<file path="src/rtl/vidreg_pkg.sv">
package vidreg_pkg;

    typedef enum logic [2:0] {
        PH_IDLE, PH_RECV, PH_ACK_OUT, PH_SEND, PH_ACK_IN
    } phase_e;

    typedef enum logic [1:0] {
        ROLE_ADDR, ROLE_SUB, ROLE_DATA, ROLE_READ
    } role_e;

    // control byte layout, LSB first: host, amp, rate, filt
    typedef struct packed {
        logic filt;
        logic rate;
        logic amp;
        logic host;
    } mode_t;

    localparam int LAST_SUB = 4;
    localparam int LAST_RD  = 2;

    function automatic logic [6:0] dev_addr(input logic strap);
        return {strap, 1'b1, strap, 4'b0000};
    endfunction

endpackage

</file>
<file path="src/rtl/vidreg_line_sync.sv">
module vidreg_line_sync #(
    parameter int STAGES = 2
) (
    input  logic clk,
    input  logic rst,
    input  logic scl_i,
    input  logic sda_i,
    output logic sda_lvl,
    output logic scl_rise,
    output logic scl_fall,
    output logic start_det,
    output logic stop_det
);
    logic [STAGES-1:0] scl_pipe, sda_pipe;
    logic scl_d, sda_d, scl_s;

    always_ff @(posedge clk) begin
        if (rst) begin
            scl_pipe <= '1;
            sda_pipe <= '1;
            scl_d    <= 1'b1;
            sda_d    <= 1'b1;
        end else begin
            scl_pipe <= {scl_pipe[STAGES-2:0], scl_i};
            sda_pipe <= {sda_pipe[STAGES-2:0], sda_i};
            scl_d    <= scl_pipe[STAGES-1];
            sda_d    <= sda_pipe[STAGES-1];
        end
    end

    assign scl_s     = scl_pipe[STAGES-1];
    assign sda_lvl   = sda_pipe[STAGES-1];
    assign scl_rise  = scl_s & ~scl_d;
    assign scl_fall  = ~scl_s & scl_d;
    assign start_det = scl_s & scl_d & sda_d & ~sda_lvl;
    assign stop_det  = scl_s & scl_d & ~sda_d & sda_lvl;
endmodule

</file>
<file path="src/rtl/vidreg_link.sv">
module vidreg_link
    import vidreg_pkg::*;
(
    input  logic       clk,
    input  logic       rst,
    input  logic       sda_lvl,
    input  logic       scl_rise,
    input  logic       scl_fall,
    input  logic       start_det,
    input  logic       stop_det,
    input  logic [6:0] my_addr,
    input  logic [7:0] rd_byte,
    output logic [1:0] rd_sel,
    output logic       stat_done,
    output logic       wr_stb,
    output logic [2:0] wr_sub,
    output logic [7:0] wr_data,
    output logic       sda_oe
);
    phase_e     phase;
    role_e      role;
    logic [3:0] bitcnt;
    logic [7:0] shreg, txbyte;
    logic [2:0] sub;
    logic       nack;

    always_ff @(posedge clk) begin
        if (rst) begin
            phase <= PH_IDLE; role <= ROLE_ADDR; bitcnt <= '0;
            shreg <= '0; txbyte <= '0; sub <= '0; nack <= 1'b0;
            rd_sel <= '0; stat_done <= 1'b0; wr_stb <= 1'b0;
            wr_sub <= '0; wr_data <= '0; sda_oe <= 1'b0;
        end else begin
            wr_stb    <= 1'b0;
            stat_done <= 1'b0;
            if (start_det) begin
                phase <= PH_RECV; role <= ROLE_ADDR; bitcnt <= '0; sda_oe <= 1'b0;
            end else if (stop_det) begin
                phase <= PH_IDLE; sda_oe <= 1'b0;
            end else begin
                unique case (phase)
                    PH_RECV: begin
                        if (scl_rise) begin
                            shreg  <= {shreg[6:0], sda_lvl};
                            bitcnt <= bitcnt + 4'd1;
                        end else if (scl_fall && bitcnt == 4'd8) begin
                            bitcnt <= '0;
                            unique case (role)
                                ROLE_ADDR: begin
                                    if (shreg[7:1] == my_addr) begin
                                        sda_oe <= 1'b1;
                                        phase  <= PH_ACK_OUT;
                                        role   <= shreg[0] ? ROLE_READ : ROLE_SUB;
                                        rd_sel <= '0;
                                    end else begin
                                        phase <= PH_IDLE;
                                    end
                                end
                                ROLE_SUB: begin
                                    sub    <= (shreg > 8'(LAST_SUB)) ? 3'(LAST_SUB + 1) : shreg[2:0];
                                    sda_oe <= 1'b1;
                                    phase  <= PH_ACK_OUT;
                                    role   <= ROLE_DATA;
                                end
                                ROLE_DATA: begin
                                    if (sub <= 3'(LAST_SUB)) begin
                                        wr_stb  <= 1'b1;
                                        wr_sub  <= sub;
                                        wr_data <= shreg;
                                        sub     <= sub + 3'd1;
                                    end
                                    sda_oe <= 1'b1;
                                    phase  <= PH_ACK_OUT;
                                end
                                default: phase <= PH_IDLE;
                            endcase
                        end
                    end
                    PH_ACK_OUT: begin
                        if (scl_fall) begin
                            if (role == ROLE_READ) begin
                                txbyte <= rd_byte;
                                sda_oe <= ~rd_byte[7];
                                phase  <= PH_SEND;
                            end else begin
                                sda_oe <= 1'b0;
                                phase  <= PH_RECV;
                            end
                        end
                    end
                    PH_SEND: begin
                        if (scl_rise) begin
                            bitcnt <= bitcnt + 4'd1;
                        end else if (scl_fall) begin
                            if (bitcnt == 4'd8) begin
                                bitcnt <= '0;
                                sda_oe <= 1'b0;
                                phase  <= PH_ACK_IN;
                            end else begin
                                txbyte <= {txbyte[6:0], 1'b0};
                                sda_oe <= ~txbyte[6];
                            end
                        end
                    end
                    PH_ACK_IN: begin
                        if (scl_rise) begin
                            nack      <= sda_lvl;
                            stat_done <= (rd_sel == 2'd0);
                            rd_sel    <= (rd_sel == 2'(LAST_RD)) ? 2'd0 : rd_sel + 2'd1;
                        end else if (scl_fall) begin
                            if (nack) begin
                                phase <= PH_IDLE;
                            end else begin
                                txbyte <= rd_byte;
                                sda_oe <= ~rd_byte[7];
                                phase  <= PH_SEND;
                            end
                        end
                    end
                    default: phase <= PH_IDLE;
                endcase
            end
        end
    end

    // an idle slave never holds the data line
    p_idle_quiet_r9: assert property (@(posedge clk) disable iff (rst)
        (phase == PH_IDLE) |-> !sda_oe);
    // write pointer saturates one past the last register
    p_sub_cap_r4: assert property (@(posedge clk) disable iff (rst)
        sub <= 3'(LAST_SUB + 1));
    // read selector stays within the three output bytes
    p_rd_range_r5: assert property (@(posedge clk) disable iff (rst)
        rd_sel <= 2'(LAST_RD));
    // no write strobe carries a subaddress past the end
    p_wr_sub_ok_r4: assert property (@(posedge clk) disable iff (rst)
        wr_stb |-> wr_sub <= 3'(LAST_SUB));
endmodule

</file>
<file path="src/rtl/vidreg_i2c_slave.sv">
module vidreg_i2c_slave
    import vidreg_pkg::*;
#(
    parameter int         LVL_W  = 6,
    parameter logic [2:0] ID_VAL = 3'b000,
    parameter int         SYNC_N = 2
) (
    input  logic             clk,
    input  logic             rst,
    input  logic             scl_i,
    input  logic             sda_i,
    output logic             sda_oe,
    input  logic             addr_strap,
    input  logic             pwr_fail,
    input  logic [7:0]       adc1_byte,
    input  logic [7:0]       adc2_byte,
    input  logic             pin_amp,
    input  logic             pin_rate,
    input  logic             pin_filt,
    input  logic [LVL_W-1:0] pin_peak,
    input  logic [LVL_W-1:0] pin_steep,
    input  logic [LVL_W-1:0] pin_core,
    input  logic [LVL_W-1:0] pin_width,
    output logic             host_mode,
    output logic             amp_sel,
    output logic             rate_sel,
    output logic             filt_sel,
    output logic [LVL_W-1:0] peak_lvl,
    output logic [LVL_W-1:0] steep_lvl,
    output logic [LVL_W-1:0] core_lvl,
    output logic [LVL_W-1:0] width_lvl
);
    localparam int NLVL = LAST_SUB;

    logic       sda_lvl, scl_rise, scl_fall, start_det, stop_det;
    logic [1:0] rd_sel;
    logic       stat_done, wr_stb;
    logic [2:0] wr_sub;
    logic [7:0] wr_data, rd_byte;
    mode_t      ctl_q;
    logic       pwr_flag;
    logic [LVL_W-1:0] lvl_q [NLVL];

    vidreg_line_sync #(.STAGES(SYNC_N)) u_sync (
        .clk(clk), .rst(rst), .scl_i(scl_i), .sda_i(sda_i),
        .sda_lvl(sda_lvl), .scl_rise(scl_rise), .scl_fall(scl_fall),
        .start_det(start_det), .stop_det(stop_det)
    );

    vidreg_link u_link (
        .clk(clk), .rst(rst), .sda_lvl(sda_lvl), .scl_rise(scl_rise),
        .scl_fall(scl_fall), .start_det(start_det), .stop_det(stop_det),
        .my_addr(dev_addr(addr_strap)), .rd_byte(rd_byte), .rd_sel(rd_sel),
        .stat_done(stat_done), .wr_stb(wr_stb), .wr_sub(wr_sub),
        .wr_data(wr_data), .sda_oe(sda_oe)
    );

    always_ff @(posedge clk) begin
        if (rst)                          ctl_q <= '0;
        else if (wr_stb && wr_sub == 3'd0) ctl_q <= mode_t'(wr_data[3:0]);
    end

    for (genvar i = 0; i < NLVL; i++) begin : g_lvl
        always_ff @(posedge clk) begin
            if (rst)                                lvl_q[i] <= '0;
            else if (wr_stb && wr_sub == 3'(i + 1)) lvl_q[i] <= wr_data[LVL_W-1:0];
        end
    end

    always_ff @(posedge clk) begin
        if (rst)            pwr_flag <= 1'b1;
        else if (pwr_fail)  pwr_flag <= 1'b1;
        else if (stat_done) pwr_flag <= 1'b0;
    end

    always_comb begin
        unique case (rd_sel)
            2'd1:    rd_byte = adc1_byte;
            2'd2:    rd_byte = adc2_byte;
            default: rd_byte = {4'b0000, ID_VAL, pwr_flag};
        endcase
    end

    assign host_mode = ctl_q.host;
    assign amp_sel   = ctl_q.host ? ctl_q.amp  : pin_amp;
    assign rate_sel  = ctl_q.host ? ctl_q.rate : pin_rate;
    assign filt_sel  = ctl_q.host ? ctl_q.filt : pin_filt;
    assign peak_lvl  = ctl_q.host ? lvl_q[0] : pin_peak;
    assign steep_lvl = ctl_q.host ? lvl_q[1] : pin_steep;
    assign core_lvl  = ctl_q.host ? lvl_q[2] : pin_core;
    assign width_lvl = ctl_q.host ? lvl_q[3] : pin_width;

    // a supply-fail pulse always leaves the flag set
    p_flag_set_r7: assert property (@(posedge clk) disable iff (rst)
        pwr_fail |=> pwr_flag);
    // the flag only drops right after a completed status byte
    p_flag_clear_r7: assert property (@(posedge clk) disable iff (rst)
        $fell(pwr_flag) |-> $past(stat_done));
    // control register moves only on a write strobe
    p_ctl_hold_r3: assert property (@(posedge clk) disable iff (rst)
        !wr_stb |=> $stable(ctl_q));
endmodule

</file>
<file path="config.mk">
export PLATFORM = sky130hd
export DESIGN_NAME = vidreg_i2c_slave
export DESIGN_NICKNAME = d
export VERILOG_FILES = /design/src/rtl/vidreg_pkg.sv /design/src/rtl/vidreg_line_sync.sv /design/src/rtl/vidreg_link.sv /design/src/rtl/vidreg_i2c_slave.sv
export SDC_FILE = /design/constraint.sdc
export NUM_CORES = 1
export LEC_CHECK = 0
export BUFFER_PORTS_ARGS = -buffer_cell sky130_fd_sc_hd__buf_2
export CAP_MARGIN = 10
export CORE_MARGIN = 8
export CORE_UTILIZATION = 50
export DETAILED_ROUTE_END_ITERATION = 10
export GPL_TIMING_DRIVEN = 1
export HOLD_SLACK_MARGIN = 0.08
export PLACE_DENSITY_LB_ADDON = 0.25
export SYNTH_ARGS = -nofsm -noshare
export SYNTH_HDL_FRONTEND = slang
export SYNTH_SLANG_ARGS = --single-unit
</file>
<file path="constraint.sdc">
create_clock -name clk -period 2.3 [get_ports clk]
set_input_delay 0.115 -clock clk [delete_from_list [all_inputs] [get_ports clk]]
set_output_delay 0.115 -clock clk [all_outputs]
set_load 0.1 [all_outputs]
</file>
==> impl_metrics.tcl <==
set metrics [dict create \
    cts-root-buf "clkbuf_8" \
    routedWlPerCell_um 14.4 \
    tns_ns 0 \
    gr-total-overflow 0 \
    fillerInstances 718 \
    r2r_end "u_link.wr_data[3]$_SDFFE_PP0P_" \
    post-route-min-period_ns 2.04 \
    drive_gt1_share_pct 31.6 \
    stdcell_area_um2 4690 \
    ios 78 \
    met1_length_um 3770 \
    synth.distinct_cells 66 \
    cts_setup_buffers 0 \
    whs_path_depth 2 \
    antenna_found_initial 0 \
    slowest_stage "dfxtp_1" \
    cts-htree-levels 3 \
    synth_area_leader_cell "dfxtp_1" \
    arrival_ns 2.28 \
    synth_edf_count 24 \
    rrSetupSlack_ns 0.26 \
    powerDensity_nw_per_um2 603 \
    post_drt_via_cell_ratio 5.37 \
    critPathMaxStageDelay_ns 0.59 \
    max_slew.worst_pin.slew_ns 0.716 \
    finalHoldViolCount 0 \
    vias 3181 \
    dominantRegCellSynth "dfxtp_1" \
    finalCritPeriodShare_pct 88.7 \
    cts_buffers 9 \
    hold_path_class "in -> reg" \
    drt-pass1-iter-count 4 \
    critical_path_class "reg -> reg" \
    min_to "u_link.txbyte[0]$_SDFFE_PP0P_" \
    worstSkewPairLatency_ns 0.35 \
    tritoncts "built" \
    synth_area_leaders "dfxtp_1 26%, edfxtp_1 18%, mux2_2 7.5%" \
    hpwl_um 6350 \
    start_util_pct 50.4 \
    gp_congestion 0.879 \
    rsz0062_at_grt "no" \
    die_y_um 106 \
    grt_pass1_vias 2981 \
    fmax_mhz 490 \
    syn_inst 409 \
    maxSlewHeadroom_pct 51.8 \
    syn_area_per_cell_um2 9.92 \
    die_w_um 106 \
    top_layer "met4" \
    cp_max_fo 15 \
    fin_nets 543 \
    drt_iter0_markers 168 \
    finClkSkew_ns 0.00770 \
    r2r-start "u_link.phase[0]$_SDFFE_PP0P_" \
    synth.top_cell.area_share_pct 26.2 \
    rr_worst_depth 5 \
    final_max_slew_viol_count 0 \
    max_cap_viol_count 0 \
    drc_errors 0 \
    placedInstanceArea_um2 4460 \
    fp-row-count 33 \
    crit_required_ns 2.54 \
    coreArea_um2 8050 \
    yosys_warnings 0 \
    grt_pass1_wl_um 14200 \
    peakVddDrop_mv 0.347 \
    clkTransAtPathRegs_ns 0.08 \
    grt_usage_pct 15.3 \
    grt_max_degree 30 \
    port_buffers 77 \
    syn2layout_area_growth_pct 15.6 \
    clock_sinks 77 \
    wl_um 8520 \
    ys_ff_latch 77 \
    cts_buffer_depth 2 \
    status "finished clean" \
    dieArea_um2 11300 \
    dr_wl_met2_um 3950 \
    crit_path_start_kind "flop" \
    path_cells "or3b_4, nor3_4, and3_4, mux2i_1, nor2_1" \
    p_leak_uw 0.00179 \
    syn_nets 470 \
    drtAntennaViolNets 0 \
    n_antenna_cell 0 \
    setup_viol 0 \
    synth-seq-area-share_pct 43.9 \
    endpoint_kind "flop" \
    netlist_area_um2 4060 \
    hp-start "rst" \
    wl_met3_um 573 \
    async_flop_share_pct 0 \
]
## cell usage in the layout, fill, tap and decap left out, types with 6 or more instances in the layout
master	count
a21oi_1	21
mux2i_1	15
nor2_1	51
ha_1	12
nor3_1	8
clkbuf_8	10
and2_1	25
nand2b_1	7
or2_2	7
buf_2	77
dfxtp_1	52
a211oi_1	6
edfxtp_1	24
a22oi_1	14
nand2_1	24
mux2_2	27
nand3_1	14
inv_1	13
## layout make-up
type	instances	area (um2)	share of cell area, %
Inverter	13	48.8	1.04
Clock inverter	5	60.1	1.28
Clock buffer	11	141	3.02
Multi-Input combinational cell	296	2070	44.2
Sequential cell	77	1780	38.0
Tap cell	105	131	2.80
Timing Repair Buffer	85	453	9.66
## sequential cells by signal, indices dropped and copies added (netlist names), 2 cells and up
| register | flops |
|---|---|
| ctl_q | 3 |
| lvl_q | 24 |
| u_link.bitcnt | 4 |
| u_link.phase | 3 |
| u_link.rd_sel | 2 |
| u_link.role | 2 |
| u_link.shreg | 8 |
| u_link.sub | 3 |
| u_link.txbyte | 7 |
| u_link.wr_data | 6 |
| u_link.wr_sub | 3 |
| u_sync.scl_pipe | 2 |
| u_sync.sda_pipe | 2 |
## cells in the mapped netlist (2+ instances only)
cell type	count
mux2i_1	15
buf_6	2
nand3_1	14
a21o_1	2
o22ai_1	2
o21ai_0	2
a211oi_2	4
nand3b_1	3
a31o_2	2
a211oi_1	6
nand2_1	24
a21oi_1	21
edfxtp_1	24
clkbuf_1	13
a22oi_1	14
or2_2	7
or2b_2	2
a31oi_1	2
and3_1	4
and2_1	25
clkbuf_8	3
mux2_2	27
buf_2	3
nor2_1	51
inv_1	13
dfxtp_1	53
nand2b_1	7
nor2b_1	4
o221ai_1	2
nor3b_1	2
o31ai_1	3
nor3_1	8
ha_1	12
## kinds of logic (layout without fill, tap and decap cells)
logic type,count (synthesis),count (layout),share of synthesized area [%]
adders and majority gates,12,12,3.70
buffers and inverters,36,114,5.03
AOI/OAI and AO/OA,74,74,13.7
DFF,77,77,43.9
muxes,42,42,11.2
and+or+nand+nor,166,166,22.0
xor gates and xnor gates,2,2,0.432
## stage by stage
stage	std cells	power (uW)	hold slack, ns	utilization (%)	setup WS, ns
6_report	592	2830	0.197	58.2	0.260
5_1_grt	592	2930	0.203	58.2	0.128
4_1_cts	592	2850	0.177	58.2	0.271
3_5_place_dp	573	1820	0.299	55.4	0.274
3_3_place_gp	573	1810	0.305	55.4	0.357
2_1_floorplan	409	1740	0.212	-	0.204
## worst max-delay path: cells and delay by family, from the launching register on
kind	cells	cell delay (ns)
flip-flops	1	0.59
multiplexers	1	0.21
AND/OR/NAND/NOR	4	1.11
## layer usage
layer / vias to the layer above / track usage, %
met5: - / 0
met4: 0 / 8.34
met3: 20 / 4.42
met2: 97 / 24.3
met1: 1458 / 18.3
li1: 1606 / -
## worst max path at each step
stage	startpoint	to	slack, ns
after detailed placement	u_link.phase[0]$_SDFFE_PP0P_	u_link.wr_data[3]$_SDFFE_PP0P_	0.27
after CTS	u_link.phase[0]$_SDFFE_PP0P_	u_link.wr_data[3]$_SDFFE_PP0P_	0.27
after global placement	u_link.phase[0]$_SDFFE_PP0P_	u_link.wr_data[4]$_SDFFE_PP0P_	0.36
after global routing	u_link.bitcnt[0]$_SDFFE_PP0P_	u_link.txbyte[6]$_SDFFE_PP0P_	0.13
final	u_link.phase[0]$_SDFFE_PP0P_	u_link.wr_data[3]$_SDFFE_PP0P_	0.26
after floorplan	host_mode$_SDFFE_PP0P_	core_lvl[0]	0.20
## report_power, final
group	internal, uW	switching (uW)	total, uW
sequential	1420	14.1	1440
combinational	85.2	268	353
clock	533	501	1030
## repair_timing
item / in CTS / in global routing
gates resized for setup: 0 / 0
endpoints found under the hold margin: 3 / 0
hold buffers: 3 / 0
Power figures use the tool's default switching activity.
